==> src/rtl/sc_tx_retry.sv <==
module sc_tx_retry #(
  parameter int DIVW = 8,
  parameter int RTW  = 3
) (
  input  logic            clk,
  input  logic            rst_n,
  input  logic [DIVW-1:0] bit_div,
  input  logic [RTW-1:0]  retry_limit,
  input  logic            tx_ie,
  input  logic            err_ie,
  input  logic            wr_en,
  input  logic [7:0]      wr_data,
  input  logic            err_clr,
  input  logic            io_in,
  output logic            io_oe,
  output logic            tdr_empty,
  output logic            tx_end,
  output logic            err_flag,
  output logic            tx_irq,
  output logic            err_irq
);

  localparam logic [3:0] FRAME_BITS = 4'd10;
  localparam logic [3:0] LAST_SLOT  = 4'd11;

  logic            busy, halted, nack;
  logic [7:0]      hold;
  logic [9:0]      sr;
  logic [3:0]      idx;
  logic [DIVW-1:0] cnt;
  logic [RTW-1:0]  tries;

  wire bit_end = (cnt == bit_div - 1'b1);
  wire last    = busy && (idx == LAST_SLOT) && bit_end;
  wire smp     = busy && (idx == LAST_SLOT) && (cnt == (bit_div >> 1));
  wire wr_ok   = wr_en && !busy && !(halted && err_flag);

  assign io_oe   = busy && (idx < FRAME_BITS) && !sr[0];
  assign tx_irq  = tx_end && tx_ie;
  assign err_irq = err_flag && err_ie;

  always_ff @(posedge clk or negedge rst_n) begin
    if (!rst_n) begin
      busy      <= 1'b0;
      halted    <= 1'b0;
      nack      <= 1'b0;
      hold      <= '0;
      sr        <= '1;
      idx       <= '0;
      cnt       <= '0;
      tries     <= '0;
      tdr_empty <= 1'b1;
      tx_end    <= 1'b1;
      err_flag  <= 1'b0;
    end else begin
      if (err_clr) err_flag <= 1'b0;
      if (smp && !io_in) err_flag <= 1'b1;
      if (smp) nack <= !io_in;

      if (wr_ok) begin
        hold      <= wr_data;
        sr        <= {^wr_data, wr_data, 1'b0};
        busy      <= 1'b1;
        halted    <= 1'b0;
        nack      <= 1'b0;
        idx       <= '0;
        cnt       <= '0;
        tries     <= '0;
        tdr_empty <= 1'b0;
        tx_end    <= 1'b0;
      end else if (busy) begin
        if (!bit_end) begin
          cnt <= cnt + 1'b1;
        end else begin
          cnt <= '0;
          idx <= idx + 1'b1;
          sr  <= {1'b1, sr[9:1]};
          if (last) begin
            if (!nack) begin
              busy      <= 1'b0;
              tx_end    <= 1'b1;
              tdr_empty <= 1'b1;
            end else if (tries == retry_limit) begin
              busy   <= 1'b0;
              halted <= 1'b1;
            end else begin
              tries <= tries + 1'b1;
              idx   <= '0;
              sr    <= {^hold, hold, 1'b0};
              nack  <= 1'b0;
            end
          end
        end
      end
    end
  end


  oe_in_frame_chk: assert property (@(posedge clk) disable iff (!rst_n)
    io_oe |-> busy && idx < FRAME_BITS);


  write_clears_chk: assert property (@(posedge clk) disable iff (!rst_n)
    wr_ok |=> !tdr_empty && !tx_end && busy);


  err_sticky_chk: assert property (@(posedge clk) disable iff (!rst_n)
    err_flag && !err_clr |=> err_flag);


  no_end_busy_chk: assert property (@(posedge clk) disable iff (!rst_n)
    busy |-> !tx_end);


  end_with_empty_chk: assert property (@(posedge clk) disable iff (!rst_n)
    $rose(tx_end) |-> tdr_empty);


  hold_kept_chk: assert property (@(posedge clk) disable iff (!rst_n)
    busy |=> $stable(hold));


  halt_quiet_chk: assert property (@(posedge clk) disable iff (!rst_n)
    halted |-> !io_oe && !tx_end && !tdr_empty);


  set_wins_chk: assert property (@(posedge clk) disable iff (!rst_n)
    smp && !io_in |=> err_flag);

endmodule

==> config.mk <==
export PLATFORM = sky130hd
export DESIGN_NAME = sc_tx_retry
export DESIGN_NICKNAME = d
export VERILOG_FILES = /design/src/rtl/sc_tx_retry.sv
export SDC_FILE = /design/constraint.sdc
export NUM_CORES = 1
export LEC_CHECK = 0
export BUFFER_PORTS_ARGS = -buffer_cell sky130_fd_sc_hd__clkbuf_2
export CORE_MARGIN = 8
export CORE_UTILIZATION = 36
export CTS_CLUSTER_SIZE = 28
export DETAILED_ROUTE_END_ITERATION = 10
export GPL_TIMING_DRIVEN = 0
export PLACE_DENSITY = 0.51
export SETUP_SLACK_MARGIN = 0.3
export SLEW_MARGIN = 25
export SYNTH_ARGS = -nofsm -noshare
export SYNTH_HDL_FRONTEND = slang
export SYNTH_SLANG_ARGS = --single-unit
==> constraint.sdc <==
create_clock -name clk -period 3.1 [get_ports clk]
set_clock_uncertainty 0.1 [all_clocks]
set_input_delay 0.155 -clock clk [delete_from_list [all_inputs] [get_ports clk]]
set_output_delay 0.155 -clock clk [all_outputs]
set_load 0.05 [all_outputs]
# Word level (Yosys, flattened, before mapping)
# Index checks and enable logic that the tools add are counted.
# classes
n_reduce_logical,27
mux,47
eq_ne,6
n_addsub,4
magnitude_cmp,1
# op_table
operator,n
$mux W10,6
$mux W1,26
$mux W4,6
$mux W8,3
$mux W3,6
$reduce_xor A8 Y1,2
$reduce_bool A2 Y1,6
$logic_and A1 B1 Y1,11
$reduce_and A5 Y1,2
$add A8 B1 Y8 const B,1
$eq A8 B7 Y1,1
$eq A8 B8 Y1,1
$sub A8 B1 Y8 const B,1
$add A4 B1 Y4 const B,1
$eq A4 B4 Y1 const B,1
$logic_not A1 Y1,4
$lt A4 B4 Y1 const B,1
$reduce_and A4 Y1,1
$add A3 B1 Y3 const B,1
$eq A3 B3 Y1,1
$ne A2 B1 Y1 const B,1
$ne A2 B2 Y1 const B,1
$reduce_and A2 Y1,1
# totals
register_bits,38
in_bits,26

# Depth between registers and ports, before layout
# Gate-level depths: netlist of run 1.
# logic_depth
word_depth,10
ltp_mapped,9

# Worst setup path after synthesis of run 1
# No wires, ideal clock.
# synth_path
path_type,register to register
from,register cnt[4]
to,register sr[5]
required_ns,2.917
path_slack_ns,0.523
stages_incl_launch_ff,8
t_arrival_ns,2.394
setup_time_ns,0.083
cell_sequence,dfrtp_1 -> xnor2_1 -> a311o_1 -> or4b_4 -> a2111o_1 -> buf_6 -> and3_1 -> o32a_1
# synth_via
elab_chain_cells,6
word_cells_on_any_way,8
# synth_lines
item,line_no,text
"start, declared",30,logic [DIVW-1:0] cnt;
"start signal, assigned",73,cnt <= cnt + 1'b1;
$eq A8 B8 Y1 *,33,wire bit_end = (cnt == bit_div - 1'b1);
$logic_and A1 B1 Y1,34,wire last = busy && (idx == LAST_SLOT) && bit_end;
$mux W10,78,if (last) begin
$mux W10,72,if (!bit_end) begin
$mux W10,71,end else if (busy) begin
$mux W10,60,if (wr_ok) begin
"end signal, assigned",62,"sr <= {^wr_data, wr_data, 1'b0};"
"end signal, assigned",77,"sr <= {1'b1, sr[9:1]};"
"end signal, assigned",89,"sr <= {^hold, hold, 1'b0};"
"end, declared",28,logic [9:0] sr;
# Every way passes the cells marked *; elsewhere a longest branch is shown, timed or not. The select of a mux whose other input is x is not followed.
# A chain may end at the register's enable or synchronous reset.

# Worst setup path in the final report of run 1
# layout_path
from,register cnt[4]
to,register sr[4]
# Same word-level chain as after synthesis.

==> results of run 1 <==
metrics by stage:
stage | std cells | cell area [sq um]
3_3_place_gp | 374 | 2650
5_1_grt | 394 | 2890
3_5_place_dp | 374 | 2670
4_1_cts | 394 | 2890
2_1_floorplan | 266 | 2400
6_report | 394 | 2890
cell type report:
type | instances | share of cell area (%)
buffer | 14 | 2.38
tap | 77 | 3.34
timing repair buffer | 43 | 9.45
inverter | 9 | 1.17
clock buffer | 6 | 2.86
sequential | 38 | 33.5
multi-input combinational | 205 | 46.9
clock inverter | 2 | 0.433
sequential cells by signal (all words and copies together), names as in the netlist:
| register | cells |
|---|---|
| cnt | 8 |
| tries | 3 |
| halted | 1 |
| tx_end | 1 |
| busy | 1 |
| idx | 4 |
| nack | 1 |
| err_flag | 1 |
| hold | 8 |
| sr | 10 |
worst register-to-register path, cell delays in order (launching register included):
cell	delay, ns
sky130_fd_sc_hd__dfrtp_2	0.43
sky130_fd_sc_hd__xnor2_1	0.14
sky130_fd_sc_hd__a311o_1	0.36
sky130_fd_sc_hd__or4b_4	0.55
sky130_fd_sc_hd__a2111o_1	0.35
sky130_fd_sc_hd__buf_4	0.17
sky130_fd_sc_hd__and3_1	0.18
sky130_fd_sc_hd__o32a_1	0.34
layout by cell type, fill, tap and decap left out, types with 2 or more instances in the layout:
cell | synthesis | routed
sky130_fd_sc_hd__buf_2 | 3 | 3
sky130_fd_sc_hd__nand2_1 | 40 | 40
sky130_fd_sc_hd__a22o_1 | 2 | 2
sky130_fd_sc_hd__nand3_1 | 5 | 5
sky130_fd_sc_hd__mux2i_1 | 4 | 4
sky130_fd_sc_hd__dfrtp_2 | 0 | 2
sky130_fd_sc_hd__a2111o_1 | 2 | 2
sky130_fd_sc_hd__nor2_1 | 18 | 18
sky130_fd_sc_hd__clkbuf_8 | 0 | 6
sky130_fd_sc_hd__and3_1 | 13 | 13
sky130_fd_sc_hd__buf_4 | 1 | 3
sky130_fd_sc_hd__clkbuf_2 | 0 | 31
sky130_fd_sc_hd__clkbuf_1 | 8 | 7
sky130_fd_sc_hd__o22ai_1 | 3 | 3
sky130_fd_sc_hd__dlygate4sd3_1 | 0 | 10
sky130_fd_sc_hd__o31ai_1 | 2 | 2
sky130_fd_sc_hd__nor3_1 | 3 | 3
sky130_fd_sc_hd__xnor2_1 | 29 | 29
sky130_fd_sc_hd__a31o_2 | 2 | 2
sky130_fd_sc_hd__dfrtp_1 | 27 | 25
sky130_fd_sc_hd__xor2_1 | 10 | 10
sky130_fd_sc_hd__a21oi_1 | 12 | 12
sky130_fd_sc_hd__or2_2 | 2 | 2
sky130_fd_sc_hd__and2_1 | 11 | 11
sky130_fd_sc_hd__nand4_1 | 9 | 9
sky130_fd_sc_hd__ha_1 | 4 | 4
sky130_fd_sc_hd__nand2b_1 | 4 | 4
sky130_fd_sc_hd__o32a_1 | 8 | 8
sky130_fd_sc_hd__o21ai_0 | 6 | 6
sky130_fd_sc_hd__inv_1 | 9 | 9
sky130_fd_sc_hd__dfstp_2 | 11 | 11
power breakdown:
part	leakage [nW]	internal, W	switching, W
Clock	0.0472	0.000179	0.000182
Combinational	0.755	0.000318	0.000306
Sequential	0.458	0.000676	0.000111
cell families (layout without fill, tap and decap cells):
family | count (synthesis) | after routing
compound gates | 46 | 46
buf+inv | 23 | 74
xor+xnor | 39 | 39
flops | 38 | 38
fa+ha+maj | 4 | 4
mux | 4 | 4
simple gates | 112 | 112
final timing paths:
path,from,end,slack (ns)
max,cnt[4],sr[4],0.41
min,wr_data[0],hold[0],0.02
max reg2reg,cnt[4],sr[4],0.41
min reg2reg,sr[6],sr[6],0.41
max in group asynchronous,rst_n,cnt[4],2.18
min in group asynchronous,rst_n,idx[3],0.31
per-layer routing:
layer | up-vias | wire length, um | GRT usage [%]
met5 | - | 0 | 0
met4 | 0 | 30 | 4.43
met3 | 2 | 201 | 2.84
met2 | 40 | 2650 | 18.7
met1 | 948 | 3030 | 18.8
li1 | 1026 | - | -
what timing repair did:
action | in CTS | in global routing
gates cloned | 0 | 0
buffers inserted | 2 | 0
gates resized for setup | 2 | 3
hold endpoints to repair | 35 | 0
endpoints found under the setup margin | 9 | 9
hold buffers | 10 | 0
pin swaps | 1 | 1
==> Implementation_results.wiki, run 1 <==
{| class="wikitable"
! Metric !! Value
|-
| Least setup slack across all paths after layout || ~0.4 ns
|-
| TritonCTS buffer count || 5
|-
| Total Power Consumption || between 0.0015 and 0.002 W
|-
| Status || completed
|-
| Cells along the critical path || xnor2_1 -> a311o_1 -> or4b_4 -> a2111o_1 -> buf_4 -> and3_1 -> o32a_1
|-
| Post-synthesis compound-gate area fraction || between 10% and 20%
|-
| Final HPWL from detailed placement || between 4000 and 5000 um
|-
| Simple logic cell fraction of the synthesized area || between 20% and 30%
|-
| CP Depth || 7
|-
| Data arrival time of the worst path || 2.82 ns
|-
| Final weighted congestion in routability-driven placement || approximately 0.80
|-
| Synth cell count leaders || 40 x sky130_fd_sc_hd__nand2_1, 29 x sky130_fd_sc_hd__xnor2_1, 27 x sky130_fd_sc_hd__dfrtp_1
|-
| Category of cells accounting for the largest share of critical-path delay || compound AO/OA/AOI/OAI gates
|-
| Total Nets Final || approximately 350
|-
| Setup Total Neg Slack || 0 ns
|-
| Core ar. || between 6000 and 7000 sq um
|-
| Number of cells produced by synthesis || 266
|-
| Class of the worst hold path || in2reg
|-
| Detail-routed via count per cell || 5.12
|-
| CTS tree || built
|-
| Adder and majority gate portion of the synthesized area || around 2.1%
|-
| Worst hold stages || 3
|-
| Initial Utilization || 37.6%
|-
| Power density cells || slightly above 600 nW/um^2
|-
| Sinks on Clock Net || 38
|-
| Largest voltage drop on the vdd net || between 200 and 300 uV
|-
| Global-route usage over all layers || a little over an eighth
|-
| Worst slack, placed || 0.202 ns
|-
| Layout cells sized above 1 || about 21%
|-
| Max-cap violation count || 0
|-
| Storage cell area || 967 sq um
|-
| Die H || 97.7 um
|-
| Die W || between 90 and 100 um
|-
| Sequential cell area fraction in the yosys report || between 40% and 50%
|-
| Antenna Cells || 0
|-
| Dominant combinational cell family by area after synthesis || simple AND/OR/NAND/NOR gates
|-
| Vias after detailed routing || roughly 2000
|-
| Share of the synthesized netlist area taken by xor and xnor gates || 14.2%
|-
| Cells taking the most area after synthesis || sky130_fd_sc_hd__dfrtp_1 28%, sky130_fd_sc_hd__dfstp_2 12%, sky130_fd_sc_hd__xnor2_1 11%
|-
| Hold slack || between 0.02 and 0.025 ns
|-
| Row Count || 29
|-
| Clock insertion delay at the later pin of the skew report || 0.29 ns
|-
| Final core utilization || 45.2%
|-
| Number of top-level pins || 32
|-
| Count of unique library cells instantiated by Yosys || 45
|-
| Post-synth top area share || between 20% and 30%
|-
| Initial DRC Count || a little under 90
|-
| Wire length of the first global-routing pass || roughly 11000 um
|-
| Cells on worst reg2reg path || 7
|-
| Crit path max fanout || 4
|-
| Setup repair after global routing missed its margin || no
|-
| Flops & latches, synth || 38
|-
| Number of setup violations in the final report || 0
|-
| Detail Route Antenna Nets || 0
|-
| Cell type contributing the most total cell area after synthesis || sky130_fd_sc_hd__dfrtp_1
|-
| Number of filler instances in the final layout || 665
|-
| Maximum clock frequency || about 370 MHz
|-
| Antenna violations before repair || 0
|-
| Clock edge transition at the registers on the reported setup and hold paths || 0.08 ns
|-
| Classification of the worst setup path || reg2reg
|-
| Number of buffers and inverters on the critical path || 1
|-
| Yosys warnings || 0
|-
| Worst EP required || 3.22 ns
|-
| Slew at the pin closest to its max-slew limit || slightly above 0.7 ns
|-
| Initial DRT Pass Iterations || 4
|-
| Number of enable flip-flop cells after synthesis || 0
|-
| Count of pins over their slew limit || 0
|-
| Mux cell area share after synthesis || about 1.7%
|-
| Standby leakage power || roughly 1.3 nW
|-
| Multi-input combinational cell area || 1350 sq um
|-
| Leading register cell type out of synthesis || sky130_fd_sc_hd__dfrtp_1
|-
| Worst-path cell with the longest stage delay || sky130_fd_sc_hd__or4b_4
|-
| IO Port Bufs || 31
|-
| Avg Cell Area, Syn || roughly 9 sq um
|-
| Number of H-tree branching levels || 2
|-
| Proportion of synthesized flip-flops having asynchronous set or reset || between 90% and 100%
|-
| Detailed-route wire length per cell || between 15 and 20 um
|-
| Total grt overflow || 0
|-
| Hold Violations, Final || 0
|-
| Die ar. || ~9500 sq um
|-
| Wire length after detailed routing || a little under 6000 um
|-
| Synth-to-layout area growth || 20.2%
|-
| Syn_nets || a little under 300
|-
| Critical Path Sink Type || register
|-
| Via count of the first global-routing pass || ~2000
|-
| Maximum number of pins on one net before global-route repair || 39
|-
| Shortest period the worst path allows || 2.69 ns
|-
| Nature of the critical path startpoint || register
|-
| Netlist area before placement || approximately 2400 sq um
|-
| Highest cell delay on the worst timing path || 0.55 ns
|-
| DRC violation count after routing || 0
|-
| Bufs on Longest Clock Path || 2
|-
| Post-route clock period utilization || between 80% and 90%
|-
| Most numerous cell in the Yosys netlist || sky130_fd_sc_hd__nand2_1
|-
| Clock root buffer master || sky130_fd_sc_hd__clkbuf_8
|-
| Slew headroom || 52.8%
|}
Note: power is estimated with default switching activity, not from simulation.
==> run 2: changes to the inputs <==
- clock period: 3.1 -> 3.4 ns (I/O delays scaled with it)
==> run 2 against run 1 <==
Net effect:
- clock power fell by 7.8%
- first-iteration DRC count rose by 19%
- worst setup slack improved by 0.15 ns
==> Implementation_results.wiki, run 2 (synthesis gave the netlist of run 1 again) <==
{| class="wikitable"
! Metric !! Value
|-
| Status || completed
|-
| DRC violation count after routing || 0 (unchanged)
|-
| Nature of the critical path startpoint || register
|-
| Register with the most flip-flops || sr
|-
| Number of standard cells in the layout, taps in and fillers out || 387 (-1.8%)
|-
| Least setup slack across all paths after layout || 0.560 ns (+0.151 ns)
|-
| Die W || 97.7 um (unchanged)
|-
| Number of setup violations in the final report || 0 (unchanged)
|-
| Hold Violations, Final || 0 (unchanged)
|-
| Maximum number of pins on one net before global-route repair || 39 (unchanged)
|-
| Post-route clock period utilization || 83.5% (-3.3 points)
|-
| Most common cell after layout, fill and taps aside || sky130_fd_sc_hd__nand2_1
|-
| Sinks on Clock Net || 38 (unchanged)
|-
| Number of filler instances in the final layout || 672 (+1.1%)
|-
| Net Sw Power || 0.000542 W (-9.4%)
|-
| Wire length of the first global-routing pass || 10400 um (-1.4%)
|-
| Antenna Cells || 0 (unchanged)
|-
| Setup Total Neg Slack || 0 ns (unchanged)
|-
| Max-cap violation count || 0 (unchanged)
|-
| Detail Route Antenna Nets || 0 (unchanged)
|-
| Core ar. || 6390 sq um (unchanged)
|-
| Classification of the worst setup path || reg2reg
|-
| Largest voltage drop on the vdd net || 257 uV (-8.6%)
|-
| Total grt overflow || 0 (unchanged)
|-
| Final weighted congestion in routability-driven placement || 0.803 (unchanged)
|-
| Largest registers || sr x10, cnt x8, hold x8
|-
| Clock power frac || 20.9% (+0.5 points)
|-
| Total Nets Final || 339 (-2.0%)
|-
| Power density cells || 567 nW/um^2 (-7.5%)
|-
| Vias after detailed routing || 2006 (-0.50%)
|-
| R2R setup slack || 0.56 ns (+0.15 ns)
|-
| IO Port Bufs || 31 (unchanged)
|-
| Total setup buffers inserted after CTS || 0 (-2)
|-
| Number of top-level pins || 32 (unchanged)
|-
| Detailed-route wire length per cell || 15.1 um (+0.74%)
|-
| Wire length after detailed routing || 5860 um (-1.0%)
|-
| Cell Int Power || 0.00105 W (-10%)
|-
| Count of pins over their slew limit || 0 (unchanged)
|-
| Shortest period the worst path allows || 2.84 ns (+0.149 ns)
|-
| Post-Place Cells || 374 (unchanged)
|-
| Initial Utilization || 37.6% (unchanged)
|-
| TritonCTS buffer count || 5 (unchanged)
|-
| Clock edge transition at the registers on the reported setup and hold paths || 0.08 ns (about the same)
|-
| Die H || 97.7 um (unchanged)
|-
| Multi-input combinational cell area || 1350 sq um (-0.37%)
|-
| Final HPWL from detailed placement || 4250 um (unchanged)
|-
| Detail-routed via count per cell || 5.18 (+1.3%)
|-
| Global-route usage over all layers || 13.0% (-0.18 points)
|-
| Storage cell area || 965 sq um (-0.26%)
|-
| Data arrival time of the worst path || 2.97 ns (+0.15 ns)
|-
| CTS tree || built
|-
| Class of the worst hold path || in2reg
|-
| Row Count || 29 (unchanged)
|-
| Clock root buffer master || sky130_fd_sc_hd__clkbuf_8
|-
| Slew headroom || 55.3% (+2.6 points)
|-
| Via count of the first global-routing pass || 1984 (-2.6%)
|-
| Initial DRT Pass Iterations || 4 (unchanged)
|-
| Slew at the pin closest to its max-slew limit || 0.670 ns (-0.0385 ns)
|-
| Logic pwr share || 34.0% (-1.2 points)
|-
| Crit path max fanout || 10 (+6)
|-
| Share of total power in sequential cells || 45.2% (+0.8 points)
|-
| Maximum clock frequency || 352 MHz (-5.2%)
|-
| Clock insertion delay at the later pin of the skew report || 0.30 ns (about the same)
|-
| Die ar. || 9540 sq um (unchanged)
|-
| Number of H-tree branching levels || 2 (unchanged)
|-
| Final core utilization || 44.1% (-1.2 points)
|-
| Initial DRC Count || 105 (+19%)
|-
| Bufs on Longest Clock Path || 2 (unchanged)
|-
| Leading cell types in the layout, fill and taps excluded || 40 x sky130_fd_sc_hd__nand2_1, 30 x sky130_fd_sc_hd__clkbuf_2, 29 x sky130_fd_sc_hd__xnor2_1
|-
| Worst slack, placed || 0.487 ns (+0.285 ns)
|-
| Worst EP required || 3.53 ns (+0.31 ns)
|-
| Standby leakage power || 1.23 nW (-2.5%)
|-
| Hold slack || 0.00476 ns (-0.0171 ns)
|-
| Setup repair after global routing missed its margin || no
|-
| Synth-to-layout area growth || 17.1%
|-
| Layout cells sized above 1 || 20.0% (-1.5 points)
|-
| Largest register FFs || 10 (unchanged)
|-
| Critical Path Sink Type || register
|-
| Antenna violations before repair || 0 (unchanged)
|-
| Fraction of power spent switching nets || 33.9% (+0.19 points)
|}
==> run 2: cell count changes in the layout (fill, tap and decap cells not counted) <==
cell                            delta
sky130_fd_sc_hd__clkbuf_2          -1
sky130_fd_sc_hd__buf_4             -2
sky130_fd_sc_hd__dfrtp_1           +2
sky130_fd_sc_hd__dfrtp_2           -2
sky130_fd_sc_hd__a211oi_1          +1
sky130_fd_sc_hd__dlygate4sd3_1     -5
sky130_fd_sc_hd__a211oi_2          -1
sky130_fd_sc_hd__clkbuf_1          +1
==> run 2: worst paths after layout <==
kind | start | to | cells past startpoint
worst max-delay path | cnt[4] | sr[8] | 7
worst min-delay path | wr_data[4] | hold[4] | 3
worst max register to register | cnt[4] | sr[8] | 7
worst min register to register | sr[6] | sr[6] | 1
max in group asynchronous | rst_n | sr[8] | 2
min in group asynchronous | rst_n | idx[3] | 2
==> run 2: cell type report <==
class / count / area share (%)
clock buffers: 6 / 2.93
clock inverters: 2 / 0.445
flip-flops and latches: 38 / 34.3
multi-input cells: 205 / 47.9
well taps: 77 / 3.42
inverters: 9 / 1.20
plain buffers: 14 / 2.40
repair buffers: 36 / 7.38
==> run 2: stage by stage <==
step,cell area (sq um),total power (W)
after global routing,2810,0.00172
after CTS,2810,0.00162
after global placement,2650,0.00126
after floorplan,2400,0.00113
after detailed placement,2670,0.00127
final,2810,0.00160
==> run 2: power by group through the flow <==
stage / clock network (W) / registers, W / logic [W]
floorplan: 0 / 0.000697 / 0.000434
global placement: 0 / 0.000727 / 0.000529
detailed placement: 0 / 0.000728 / 0.000541
CTS: 0.000349 / 0.000720 / 0.000549
global route: 0.000366 / 0.000743 / 0.000611
finish: 0.000333 / 0.000720 / 0.000542
==> run 2: critical path, stage by stage, from the launching register on <==
cell	delay, ns
sky130_fd_sc_hd__dfrtp_1	0.45
sky130_fd_sc_hd__xnor2_1	0.17
sky130_fd_sc_hd__a311o_1	0.36
sky130_fd_sc_hd__or4b_4	0.55
sky130_fd_sc_hd__a211oi_1	0.37
sky130_fd_sc_hd__a21o_1	0.31
sky130_fd_sc_hd__buf_2	0.27
sky130_fd_sc_hd__o32a_1	0.19
==> run 2: per-layer routing <==
layer	routed length, um	up-vias	GRT usage, %
li1	-	1015	-
met3	284	7	2.84
met5	0	-	0
met2	2490	51	18.3
met4	63	0	4.43
met1	3020	933	18.7
==> run 2: what timing repair did <==
action                    CTS  global route
gates resized for setup     0             0
hold buffers                5             0
hold endpoints to repair   30             0
